$ cat src/rtl/dma_pkg.sv
package dma_pkg;
    localparam int ADDR_W  = 24;
    localparam int DATA_W  = 8;
    localparam int CNT_W   = 16;
    localparam int PTR_W   = 7;
    localparam int OFS_W   = 4;

    // register offsets inside a channel window
    localparam logic [OFS_W-1:0] OFS_SRC0 = 4'h0;
    localparam logic [OFS_W-1:0] OFS_SRC1 = 4'h1;
    localparam logic [OFS_W-1:0] OFS_SRC2 = 4'h2;
    localparam logic [OFS_W-1:0] OFS_DST0 = 4'h4;
    localparam logic [OFS_W-1:0] OFS_DST1 = 4'h5;
    localparam logic [OFS_W-1:0] OFS_DST2 = 4'h6;
    localparam logic [OFS_W-1:0] OFS_CNT0 = 4'h8;
    localparam logic [OFS_W-1:0] OFS_CNT1 = 4'h9;
    localparam logic [OFS_W-1:0] OFS_MODE = 4'hA;

    typedef struct packed {
        logic [ADDR_W-1:0] src;
        logic [ADDR_W-1:0] dst;
        logic [CNT_W-1:0]  cnt;
        logic [6:1]        mode;
    } chan_regs_t;

    typedef enum logic [2:0] {
        ST_IDLE,
        ST_WAIT_GNT,
        ST_PICK,
        ST_READ,
        ST_WRITE
    } dma_state_e;
endpackage

$ cat src/rtl/dma_arbiter.sv
module dma_arbiter #(
    parameter int NCH  = 2,
    parameter int CH_W = 1
) (
    input  logic [NCH-1:0]  req,
    output logic            any,
    output logic [CH_W-1:0] win
);
    // fixed priority: the highest-numbered requester wins
    always_comb begin
        win = '0;
        for (int i = 0; i < NCH; i++) begin
            if (req[i]) win = CH_W'(i);
        end
    end

    assign any = |req;
endmodule

$ cat src/rtl/dma_regfile.sv
module dma_regfile
    import dma_pkg::*;
#(
    parameter int NCH    = 2,
    parameter int BASE   = 32,
    parameter int STRIDE = 16
) (
    input  logic                   clk,
    input  logic                   rst_n,
    input  logic                   wr,
    input  logic                   sel,
    input  logic [DATA_W-1:0]      wdata,
    output logic [DATA_W-1:0]      rdata,
    input  logic [NCH-1:0]         busy,
    input  logic [NCH-1:0]         done,
    output logic [ADDR_W-1:0]      src   [NCH],
    output logic [ADDR_W-1:0]      dst   [NCH],
    output logic [CNT_W-1:0]       cnt   [NCH],
    output logic [NCH-1:0]         src_hold,
    output logic [NCH-1:0]         dst_hold,
    output logic [NCH-1:0]         start
);
    logic [PTR_W-1:0]  ptr_q;
    logic [DATA_W-1:0] rd_ch [NCH];
    logic              data_wr;

    assign data_wr = wr && sel;

    always_ff @(posedge clk or negedge rst_n) begin
        if (!rst_n) begin
            ptr_q <= '0;
        end else if (wr && !sel) begin
            ptr_q <= wdata[PTR_W-1:0];
        end else if (data_wr) begin
            ptr_q <= ptr_q + 1'b1;
        end
    end

    for (genvar c = 0; c < NCH; c++) begin : g_chan
        localparam logic [PTR_W-1:0] CBASE = PTR_W'(BASE + c * STRIDE);
        chan_regs_t       regs_q;
        logic             hit;
        logic [OFS_W-1:0] ofs;

        assign hit = (ptr_q[PTR_W-1:OFS_W] == CBASE[PTR_W-1:OFS_W]);
        assign ofs = ptr_q[OFS_W-1:0];

        always_ff @(posedge clk or negedge rst_n) begin
            if (!rst_n) begin
                regs_q <= '0;
            end else if (data_wr && hit) begin
                unique case (ofs)
                    OFS_SRC0: regs_q.src[7:0]   <= wdata;
                    OFS_SRC1: regs_q.src[15:8]  <= wdata;
                    OFS_SRC2: regs_q.src[23:16] <= wdata;
                    OFS_DST0: regs_q.dst[7:0]   <= wdata;
                    OFS_DST1: regs_q.dst[15:8]  <= wdata;
                    OFS_DST2: regs_q.dst[23:16] <= wdata;
                    OFS_CNT0: regs_q.cnt[7:0]   <= wdata;
                    OFS_CNT1: regs_q.cnt[15:8]  <= wdata;
                    OFS_MODE: regs_q.mode       <= wdata[6:1];
                    default:  regs_q            <= regs_q;
                endcase
            end
        end

        // a start request is accepted only by an idle channel
        assign start[c] = data_wr && hit && (ofs == OFS_MODE) && wdata[0] && !busy[c];

        assign src[c]      = regs_q.src;
        assign dst[c]      = regs_q.dst;
        assign cnt[c]      = regs_q.cnt;
        assign src_hold[c] = regs_q.mode[1];
        assign dst_hold[c] = regs_q.mode[2];

        always_comb begin
            rd_ch[c] = '0;
            if (hit) begin
                unique case (ofs)
                    OFS_SRC0: rd_ch[c] = regs_q.src[7:0];
                    OFS_SRC1: rd_ch[c] = regs_q.src[15:8];
                    OFS_SRC2: rd_ch[c] = regs_q.src[23:16];
                    OFS_DST0: rd_ch[c] = regs_q.dst[7:0];
                    OFS_DST1: rd_ch[c] = regs_q.dst[15:8];
                    OFS_DST2: rd_ch[c] = regs_q.dst[23:16];
                    OFS_CNT0: rd_ch[c] = regs_q.cnt[7:0];
                    OFS_CNT1: rd_ch[c] = regs_q.cnt[15:8];
                    OFS_MODE: rd_ch[c] = {done[c], regs_q.mode, busy[c]};
                    default:  rd_ch[c] = '0;
                endcase
            end
        end
    end

    always_comb begin
        if (sel) begin
            rdata = '0;
            for (int i = 0; i < NCH; i++) rdata = rdata | rd_ch[i];
        end else begin
            rdata = DATA_W'(ptr_q);
        end
    end
endmodule

$ cat src/rtl/dma_chan_ctx.sv
module dma_chan_ctx
    import dma_pkg::*;
(
    input  logic              clk,
    input  logic              rst_n,
    input  logic              start,
    input  logic [ADDR_W-1:0] ld_src,
    input  logic [ADDR_W-1:0] ld_dst,
    input  logic [CNT_W-1:0]  ld_cnt,
    input  logic              ld_src_hold,
    input  logic              ld_dst_hold,
    input  logic              step,
    output logic [ADDR_W-1:0] wsrc,
    output logic [ADDR_W-1:0] wdst,
    output logic              busy,
    output logic              done
);
    logic [CNT_W-1:0] wcnt_q;
    logic             src_hold_q;
    logic             dst_hold_q;

    always_ff @(posedge clk or negedge rst_n) begin
        if (!rst_n) begin
            wsrc       <= '0;
            wdst       <= '0;
            wcnt_q     <= '0;
            src_hold_q <= 1'b0;
            dst_hold_q <= 1'b0;
            busy       <= 1'b0;
            done       <= 1'b0;
        end else if (start) begin
            wsrc       <= ld_src;
            wdst       <= ld_dst;
            wcnt_q     <= ld_cnt;
            src_hold_q <= ld_src_hold;
            dst_hold_q <= ld_dst_hold;
            busy       <= 1'b1;
            done       <= 1'b0;
        end else if (step && busy) begin
            if (!src_hold_q) wsrc <= wsrc + 1'b1;
            if (!dst_hold_q) wdst <= wdst + 1'b1;
            // a zero count wraps to all ones, giving a full 2^CNT_W block
            wcnt_q <= wcnt_q - 1'b1;
            if (wcnt_q == CNT_W'(1)) begin
                busy <= 1'b0;
                done <= 1'b1;
            end
        end
    end


    done_busy_excl_chk: assert property (@(posedge clk) disable iff (!rst_n)
        done |-> !busy);


    src_hold_chk: assert property (@(posedge clk) disable iff (!rst_n)
        (step && busy && src_hold_q && !start) |=> $stable(wsrc));
endmodule

$ cat src/rtl/dma2ch_engine.sv
module dma2ch_engine
    import dma_pkg::*;
#(
    parameter int NCH    = 2,
    parameter int BASE   = 32,
    parameter int STRIDE = 16
) (
    input  logic              clk,
    input  logic              rst_n,
    input  logic              cfg_wr,
    input  logic              cfg_sel,
    input  logic [7:0]        cfg_wdata,
    output logic [7:0]        cfg_rdata,
    output logic              bus_req,
    input  logic              bus_gnt,
    output logic              bus_rd,
    output logic              bus_wr,
    output logic [23:0]       bus_addr,
    output logic [7:0]        bus_wdata,
    input  logic [7:0]        bus_rdata,
    input  logic              bus_rdy,
    output logic [NCH-1:0]    chan_busy,
    output logic [NCH-1:0]    chan_done
);
    localparam int CH_W = (NCH > 1) ? $clog2(NCH) : 1;

    dma_state_e        state_q, state_d;
    logic [CH_W-1:0]   cur_q;
    logic [CH_W-1:0]   win;
    logic              any_busy;
    logic [DATA_W-1:0] data_q;

    logic [ADDR_W-1:0] cfg_src [NCH];
    logic [ADDR_W-1:0] cfg_dst [NCH];
    logic [CNT_W-1:0]  cfg_cnt [NCH];
    logic [NCH-1:0]    cfg_src_hold;
    logic [NCH-1:0]    cfg_dst_hold;
    logic [NCH-1:0]    start_p;
    logic [NCH-1:0]    step;
    logic [ADDR_W-1:0] wsrc [NCH];
    logic [ADDR_W-1:0] wdst [NCH];

    dma_regfile #(
        .NCH    (NCH),
        .BASE   (BASE),
        .STRIDE (STRIDE)
    ) u_regs (
        .clk      (clk),
        .rst_n    (rst_n),
        .wr       (cfg_wr),
        .sel      (cfg_sel),
        .wdata    (cfg_wdata),
        .rdata    (cfg_rdata),
        .busy     (chan_busy),
        .done     (chan_done),
        .src      (cfg_src),
        .dst      (cfg_dst),
        .cnt      (cfg_cnt),
        .src_hold (cfg_src_hold),
        .dst_hold (cfg_dst_hold),
        .start    (start_p)
    );

    for (genvar c = 0; c < NCH; c++) begin : g_ctx
        assign step[c] = (state_q == ST_WRITE) && bus_rdy && (cur_q == CH_W'(c));

        dma_chan_ctx u_ctx (
            .clk         (clk),
            .rst_n       (rst_n),
            .start       (start_p[c]),
            .ld_src      (cfg_src[c]),
            .ld_dst      (cfg_dst[c]),
            .ld_cnt      (cfg_cnt[c]),
            .ld_src_hold (cfg_src_hold[c]),
            .ld_dst_hold (cfg_dst_hold[c]),
            .step        (step[c]),
            .wsrc        (wsrc[c]),
            .wdst        (wdst[c]),
            .busy        (chan_busy[c]),
            .done        (chan_done[c])
        );
    end

    dma_arbiter #(
        .NCH  (NCH),
        .CH_W (CH_W)
    ) u_arb (
        .req (chan_busy),
        .any (any_busy),
        .win (win)
    );

    // state register
    always_ff @(posedge clk or negedge rst_n) begin
        if (!rst_n) begin
            state_q <= ST_IDLE;
            cur_q   <= '0;
            data_q  <= '0;
        end else begin
            state_q <= state_d;
            if (state_q == ST_PICK && any_busy) cur_q  <= win;
            if (state_q == ST_READ && bus_rdy)  data_q <= bus_rdata;
        end
    end

    always_comb begin
        state_d = state_q;
        unique case (state_q)
            ST_IDLE:     if (any_busy) state_d = ST_WAIT_GNT;
            ST_WAIT_GNT: if (bus_gnt)  state_d = ST_PICK;
            ST_PICK:     state_d = any_busy ? ST_READ : ST_IDLE;
            ST_READ:     if (bus_rdy)  state_d = ST_WRITE;
            ST_WRITE:    if (bus_rdy)  state_d = ST_PICK;
            default:     state_d = ST_IDLE;
        endcase
    end

    // outputs
    always_comb begin
        bus_req   = (state_q != ST_IDLE);
        bus_rd    = (state_q == ST_READ);
        bus_wr    = (state_q == ST_WRITE);
        bus_addr  = (state_q == ST_READ) ? wsrc[cur_q] : wdst[cur_q];
        bus_wdata = data_q;
    end


    rd_wr_excl_chk: assert property (@(posedge clk) disable iff (!rst_n)
        !(bus_rd && bus_wr));


    rd_hold_chk: assert property (@(posedge clk) disable iff (!rst_n)
        (bus_rd && !bus_rdy) |=> (bus_rd && $stable(bus_addr)));


    wr_hold_chk: assert property (@(posedge clk) disable iff (!rst_n)
        (bus_wr && !bus_rdy) |=> (bus_wr && $stable(bus_addr) && $stable(bus_wdata)));


    strobe_gnt_chk: assert property (@(posedge clk) disable iff (!rst_n)
        (bus_rd || bus_wr) |-> bus_gnt);


    req_busy_chk: assert property (@(posedge clk) disable iff (!rst_n)
        ((|chan_busy) && state_q == ST_IDLE) |=> bus_req);


    prio_pick_chk: assert property (@(posedge clk) disable iff (!rst_n)
        (state_q == ST_PICK && chan_busy[NCH-1]) |=> (cur_q == CH_W'(NCH-1)));
endmodule

$ cat config.mk
export PLATFORM = sky130hd
export DESIGN_NAME = dma2ch_engine
export DESIGN_NICKNAME = d
export VERILOG_FILES = /design/src/rtl/dma_pkg.sv /design/src/rtl/dma_arbiter.sv /design/src/rtl/dma_regfile.sv /design/src/rtl/dma_chan_ctx.sv /design/src/rtl/dma2ch_engine.sv
export SDC_FILE = /design/constraint.sdc
export NUM_CORES = 1
export LEC_CHECK = 0
export BUFFER_PORTS_ARGS = -buffer_cell sky130_fd_sc_hd__buf_2
export CORE_UTILIZATION = 62
export DETAILED_ROUTE_END_ITERATION = 10
export PLACE_DENSITY = 0.8
export SETUP_SLACK_MARGIN = 0.15
export SYNTH_ARGS = -nofsm -noshare
export SYNTH_HDL_FRONTEND = slang
export SYNTH_SLANG_ARGS = --single-unit
$ cat constraint.sdc
create_clock -name clk -period 3.1 [get_ports clk]
set_input_delay 0.31 -clock clk [delete_from_list [all_inputs] [get_ports clk]]
set_output_delay 0.31 -clock clk [all_outputs]
set_load 0.01 [all_outputs]
==> qor.yml, run 1 <==
status:
  status: "finished clean"
min_path:
  hold_depth: 2
  hold_class: "input pin to flip-flop"
  worstHoldStart: "bus_rdy"
  hold_end: "state_q[2]"
setup_path:
  cp-end-kind: "output port"
  crit_family: "compound AO/OA/AOI/OAI gates"
  crit_fanout: 11
  worstRegToRegCells: 5
  start_kind: "flip-flop"
  cp_slowest_cell: "a222oi_1"
  max_stage_delay_ns: 0.48
  cp_data_required_time_ns: 2.79
  ff2ff_setup_slack_ns: 0.51
  worstPathCellList: "inv_4, ha_4, buf_12, a222oi_1, o21ai_1, a21oi_2, o221ai_2, buf_2"
  r2r_start: "g_ctx[0].u_ctx.busy"
  r2r_end: "g_ctx[0].u_ctx.wsrc[21]"
  critical_path_buf_inv_count: 3
  crit_arrival_ns: 2.62
  critPathKind: "flip-flop to output port"
drt:
  drtPass1Iterations: 7
  avgRoutedWirePerCell_um: 26.5
  drt_iter0_markers: 1508
  drc: 0
  ant_nets: 0
  routed-via-count: 13300
  drt_wl_total_um: 51100
  viasPerCell: 6.87
logic_synthesis:
  yosysWarnings: 0
  yosys-top-cells-area: "dfrtp_1 (47%), mux2_2 (11%), nand2_1 (4.6%)"
  synth-seq-cells: 295
  syn_avg_cell_area_um2: 10.4
  synth_edf_count: 0
  ys_types: 63
  yosysTopAreaCell: "dfrtp_1"
  synth_ff_type: "dfrtp_1"
  synth-async-reset-ratio_pct: 100
  synthesis.nets: 1544
  syn_area_um2: 15600
  syn_inst: 1510
  synth_top_area_share_pct: 47.2
  yosysSeqAreaShare_pct: 47.2
power_and_ir_drop:
  power_w: 0.0107
  p_switching_w: 0.00329
  p_int_w: 0.00740
  seqPwrFrac_pct: 45.7
  clkPwrFrac_pct: 35.2
  power_density_nw_per_um2: 597
  vdd_drop_max_mv: 0.576
  leakage_nw: 7.72
  p_sw_share_pct: 30.7
  combPwrFrac_pct: 19.1
layout:
  final_util_pct: 73.0
  diodes: 0
  final_nets: 1620
  area_growth_syn_to_layout_pct: 14.4
  drive_above_1_share_pct: 24.5
global_routing:
  grt-ovfl-total: 0
  grt_pass1_vias: 12900
  grt_max_degree: 116
  grt_pass1_wl_um: 78100
  grt_usage_pct: 39.9
  antenna_found_initial: 0
floorplanning:
  die_h_um: 161
  dieArea_um2: 25900
  die_w_um: 161
  io_pins: 69
  core-area_um2: 24500
  std_cell_rows: 57
  start_util_pct: 63.8
timing:
  worst_pin_slew_ns: 0.774
  drv_slew: 0
  relSlewSlack_pct: 48.4
  timing.setup.tns_ns: 0
  min_period_ns: 2.93
  hold_viol: 0
  period_share_pct: 94.6
  fmax_ghz: 0.341
  setup_viol: 0
  finalClockSkew_ns: 0.0153
  rsz0062_at_grt: "true"
clock_network:
  cts_tree: "yes"
  path_clk_slew_ns: 0.06
  clock_path_buffers: 3
  clock-root-buffer: "clkbuf_16"
  cts_buffers: 31
  cts_sinks: 295
  clk_latency_ns: 0.57
  cts_htree_levels: 1
job:
  cap_violations: 0
placement:
  place_congestion: 1.00
  io_buffers: 68
  dpl.hpwl_um: 35500
-- cell families after synthesis --
logic type	share of synthesized area, %
multiplexers	15.7
buffers and inverters	3.25
adder cells (fa/ha/maj)	0.960
flip-flops	47.2
AND/OR/NAND/NOR	16.5
AO/OA/AOI/OAI	11.2
XOR/XNOR	5.21
-- cells in the mapped netlist (14+ instances only) --
cell      count
nand3_1      72
a21oi_1      26
o211ai_1     18
mux2i_1      22
xor2_1       34
nor2_1       60
inv_1        28
mux2_2      150
o21ai_0     121
mux4_2       24
nor4_1       25
buf_2        14
dfrtp_1     295
clkbuf_1     63
and3_1       21
nand2_1     191
nor3_1       33
xnor2_1      59
a22oi_1      23
nand4_1      35
buf_1        18
-- worst max path at each step --
stage                     slack, ns  cells after the start            start            to
after global placement         0.49                      9  u_regs.ptr_q[0]  cfg_rdata[0]
after detailed placement       0.49                      9  u_regs.ptr_q[0]  cfg_rdata[6]
after CTS                      0.12                      9  u_regs.ptr_q[0]  cfg_rdata[5]
after floorplan                0.79                      9  u_regs.ptr_q[0]  cfg_rdata[3]
final                          0.17                      8  u_regs.ptr_q[1]  cfg_rdata[2]
after global routing           0.08                      8  u_regs.ptr_q[1]  cfg_rdata[2]
-- power groups by stage --
stage | Clock, W | Sequential, W | Combinational, W
floorplan | 0 | 0.00462 | 0.00129
detailed placement | 0 | 0.00490 | 0.00180
finish | 0.00376 | 0.00488 | 0.00204
global placement | 0 | 0.00488 | 0.00175
CTS | 0.00378 | 0.00484 | 0.00186
global route | 0.00394 | 0.00492 | 0.00219
-- placed cells by master (no fill, tap or decap), types with 8 or more instances in the layout --
| master | synthesis | routed |
|---|---|---|
| xnor2_1 | 59 | 59 |
| a22oi_1 | 23 | 23 |
| o211ai_1 | 18 | 18 |
| nand4_1 | 35 | 35 |
| and4_1 | 8 | 8 |
| a22o_1 | 10 | 10 |
| mux2_2 | 150 | 150 |
| inv_1 | 28 | 25 |
| nor3_1 | 33 | 33 |
| o311ai_0 | 8 | 8 |
| and3_1 | 21 | 21 |
| o21ai_0 | 121 | 116 |
| dlygate4sd3_1 | 0 | 9 |
| clkbuf_16 | 0 | 35 |
| a21oi_1 | 26 | 25 |
| buf_4 | 4 | 48 |
| nand2_1 | 191 | 191 |
| nand2b_1 | 8 | 8 |
| nand3_1 | 72 | 71 |
| a221oi_1 | 9 | 8 |
| mux4_2 | 24 | 24 |
| nor2_1 | 60 | 58 |
| xor2_1 | 34 | 34 |
| mux2i_1 | 22 | 21 |
| nor4_1 | 25 | 23 |
| o22ai_1 | 10 | 10 |
| dfrtp_1 | 295 | 292 |
| buf_2 | 14 | 67 |
| ha_1 | 12 | 9 |
-- stage by stage --
stage / std cells / instance area, um2 / hold slack [ns] / setup WS, ns
after floorplan: 1510 / 15600 / 0.0144 / 0.790
after CTS: 1920 / 17600 / 0.0822 / 0.121
after global routing: 1931 / 17900 / 0.103 / 0.0815
after global placement: 1854 / 16400 / 0.318 / 0.488
final: 1931 / 17900 / 0.0908 / 0.167
after detailed placement: 1854 / 16400 / 0.320 / 0.488
-- sequential cells by signal (all words and copies together) (netlist names), 8 cells and up --
register and count:
g_ctx.u_ctx.wsrc 48, u_regs.g_chan.regs_q 8, u_regs.dst 48, g_ctx.u_ctx.wdst 48, g_ctx.u_ctx.wcnt_q 32, u_regs.cnt 32, bus_wdata 8, u_regs.src 48
-- layout make-up --
type	instances	area (um2)
tap	324	405
fill	1725	6630
multi-input combinational	1088	7870
clock inverter	13	155
inverter	28	111
sequential	295	7390
clock buffer	41	863
timing repair buffer	142	1110
-- repair_timing --
item / 4_1_cts / 5_1_grt
gates cloned: 0 / 4
buffers inserted: 3 / 7
gates resized for setup: 9 / 32
hold endpoints to repair: 78 / 0
pin swaps: 0 / 12
endpoints found under the setup margin: 14 / 14
hold buffers: 9 / 0
-- per-layer routing --
metal,share of wire (%),vias up,GRT usage (%)
li1,-,5686,-
met1,39,6498,54.3
met2,44,900,60.2
met3,11,175,9.58
met4,5.7,0,19.3
met5,0,-,0
No activity file was read; power rests on OpenSTA's default activity.
==> run 2, diff against run 1 <==
CORE_UTILIZATION = 63   (was 62)
PLACE_DENSITY = not set   (was 0.8)
PLACE_DENSITY_LB_ADDON = 0.08   (was not set)
SYNTH_HIERARCHICAL = 1   (was not set)
==> run 2 against run 1 <==
  * Via count increased by 2.8%
  * Clock power increased by 8.0%
  * First-iteration DRC count increased by 8.0%
  * Largest cell class unchanged
  * Largest power group unchanged
==> qor.yml, run 2 <==
status:
  status: "finished clean"
placement:
  dpl.hpwl_um: 35700  # +0.52%
  io_buffers: 68  # unchanged
  dp_cells: 1909  # +3.0%
  place_congestion: 0.944  # -5.6%
timing:
  drv_slew: 0  # unchanged
  min_period_ns: 2.94  # +0.00791 ns
  rsz0062_at_grt: "true"
  worst_pin_slew_ns: 0.800  # +0.0263 ns
  finalClockSkew_ns: 0.0235  # +0.00816 ns
  timing.setup.tns_ns: 0  # unchanged
  setup_viol: 0  # unchanged
  period_share_pct: 94.9  # +0.26 points
  fmax_ghz: 0.340  # -0.27%
  relSlewSlack_pct: 46.1  # -2.2 points
  hold_viol: 0  # unchanged
clock_network:
  path_clk_slew_ns: 0.06  # about the same
  cts_htree_levels: 2  # +1
  cts_sinks: 295  # unchanged
  clk_latency_ns: 0.52  # -0.05 ns
  clock_path_buffers: 3  # unchanged
  clock-root-buffer: "clkbuf_16"
  cts_tree: "yes"
  cts_buffers: 34  # +9.7%
layout:
  final_common_cell: "dfrtp_1"
  drive_above_1_share_pct: 24.9  # +0.47 points
  final_nets: 1646  # +1.6%
  area_growth_syn_to_layout_pct: 6.29
  most-common-layout-cells: "dfrtp_1 (292), nand2_1 (169), mux2_2 (137), o21ai_0 (104), nand3_1 (70)"
  diodes: 0  # unchanged
  fin_cells: 1978  # +2.4%
setup_path:
  start_kind: "flip-flop"
  critPathKind: "flip-flop to output port"
  crit_arrival_ns: 2.63  # about the same
  cp_data_required_time_ns: 2.79  # about the same
  cp-end-kind: "output port"
  crit_fanout: 21  # +10
logic_synthesis:
  yosysTopAreaCell: "dfrtp_1"
  synth-async-reset-ratio_pct: 100  # unchanged
  syn_inst: 1703  # +13%
  synth-seq-cells: 295  # unchanged
  synth_edf_count: 0  # unchanged
  yosysSeqAreaShare_pct: 43.0  # -4.2 points
  synth_ff_type: "dfrtp_1"
  ys_top_cells_by_count: "dfrtp_1 (295), nand2_1 (169), mux2_2 (137)"
  ys_types: 79  # +25%
  synthesis.nets: 1737  # +13%
  syn_area_um2: 17200  # +9.8%
  synth.most_common_cell: "dfrtp_1"
  yosys-top-cells-area: "dfrtp_1 (43%), mux2_2 (9.0%), buf_4 (5.9%)"
  syn_avg_cell_area_um2: 10.1  # -2.7%
  yosysWarnings: 6  # +6
  synth_top_area_share_pct: 43.0  # -4.2 points
power_and_ir_drop:
  seqPwrFrac_pct: 44.9  # -0.8 points
  p_switching_w: 0.00316  # -4.0%
  power_density_nw_per_um2: 580  # -2.8%
  combPwrFrac_pct: 16.8  # -2.3 points
  leakage_nw: 8.08  # +4.6%
  vdd_drop_max_mv: 0.491  # -15%
  p_sw_share_pct: 29.8  # -0.94 points
  clkPwrFrac_pct: 38.4  # +3.2 points
  power_w: 0.0106  # -0.91%
  p_int_w: 0.00744  # +0.44%
floorplanning:
  die_h_um: 167  # +3.9%
  io_pins: 69  # unchanged
  start_util_pct: 63.9  # +0.13 points
  std_cell_rows: 60  # +5.3%
  die_w_um: 167  # +3.9%
  dieArea_um2: 27900  # +7.9%
  core-area_um2: 26900  # +9.5%
drt:
  ant_nets: 0  # unchanged
  drt_wl_total_um: 51000  # -0.21%
  routed-via-count: 13600  # +2.8%
  viasPerCell: 6.89  # +0.32%
  drtPass1Iterations: 6  # -1
  drt_iter0_markers: 1629  # +8.0%
  drc: 0  # unchanged
  avgRoutedWirePerCell_um: 25.8  # -2.6%
global_routing:
  grt-ovfl-total: 0  # unchanged
  grt_max_degree: 107  # -7.8%
  grt_pass1_vias: 13000  # +0.40%
  antenna_found_initial: 0  # unchanged
  grt_usage_pct: 37.1  # -2.8 points
  grt_pass1_wl_um: 79100  # +1.2%
min_path:
  hold_class: "input pin to flip-flop"
job:
  cap_violations: 0  # unchanged
## run 2: worst max-delay path, cell delays in order, from the launching register on
cell and delay (ns):
dfrtp_2 0.45, inv_2 0.11, ha_4 0.17, bufbuf_16 0.31
nor3_1 0.08, or4_4 0.47, a221oi_4 0.33, buf_2 0.18
## run 2: timing repair
| item | CTS | global route |
|---|---|---|
| buffers inserted | 2 | 3 |
| endpoints found under the setup margin | 6 | 8 |
| gates resized for setup | 22 | 21 |
| hold buffers | 1 | 0 |
| pin swaps | 7 | 5 |
| gates cloned | 1 | 1 |
| hold endpoints to repair | 80 | 0 |
## run 2: through the flow
stage / utilization, % / hold WS [ns] / setup slack, ns / instance area [um2]
after floorplan: - / 0.0144 / 0.243 / 17200
after detailed placement: 62.7 / 0.357 / 0.421 / 16800
after global routing: 67.9 / 0.0387 / 0.117 / 18300
after global placement: 62.7 / 0.354 / 0.477 / 16800
after CTS: 67.4 / 0.0232 / 0.109 / 18100
final: 67.9 / 0.0382 / 0.159 / 18300
## run 2: path summary, 6_finish.rpt
path,startpoint,endpoint,slack (ns),cells past startpoint
max,u_regs/ptr_q[0],cfg_rdata[5],0.16,7
min,bus_rdata[3],bus_wdata[3],0.04,2
max reg2reg,state_q[0],g_ctx[0].u_ctx/wsrc[19],0.41,8
min reg2reg,u_regs/cnt[27],g_ctx[0].u_ctx/wcnt_q[11],0.50,2
max in group asynchronous,rst_n,u_regs/ptr_q[2],1.68,3
min in group asynchronous,rst_n,g_ctx[0].u_ctx/wdst[13],0.39,2
## run 2: layout make-up
type                    count  area [um2]
flip-flops and latches    295        7390
multi-input cells        1127        8310
well taps                 341         427
inverters                  38         146
clock inverters            16         139
clock buffers              45         986
repair buffers            116         855
fillers                  2115        8620
## run 2: power groups by stage
| stage | sequential, W | combinational [W] | clock (W) |
|---|---|---|---|
| after floorplan | 0.00456 | 0.00131 | 0 |
| after global placement | 0.00477 | 0.00156 | 0 |
| after detailed placement | 0.00479 | 0.00159 | 0 |
| after CTS | 0.00473 | 0.00168 | 0.00410 |
| after global routing | 0.00479 | 0.00191 | 0.00425 |
| final | 0.00475 | 0.00178 | 0.00406 |
## run 2: cell families (layout without fill, tap and decap cells)
kind of cell,after synthesis,count (layout),share of synthesized area [%]
adders and majority gates,12,12,0.874
muxes,182,182,13.6
DFF,295,295,43.0
xor gates and xnor gates,58,58,2.96
and+or+nand+nor,563,563,18.1
AOI/OAI and AO/OA,312,312,11.9
buffers and inverters,281,215,9.64
## run 2: routing by layer
metal  track usage, %  part of all wire (%)  vias up
met5                0                     0        -
met4             12.9                   3.5        0
met3             6.00                   9.4      131
met2             56.6                    45      785
met1             54.0                    42     6738
li1                 -                     -     5971
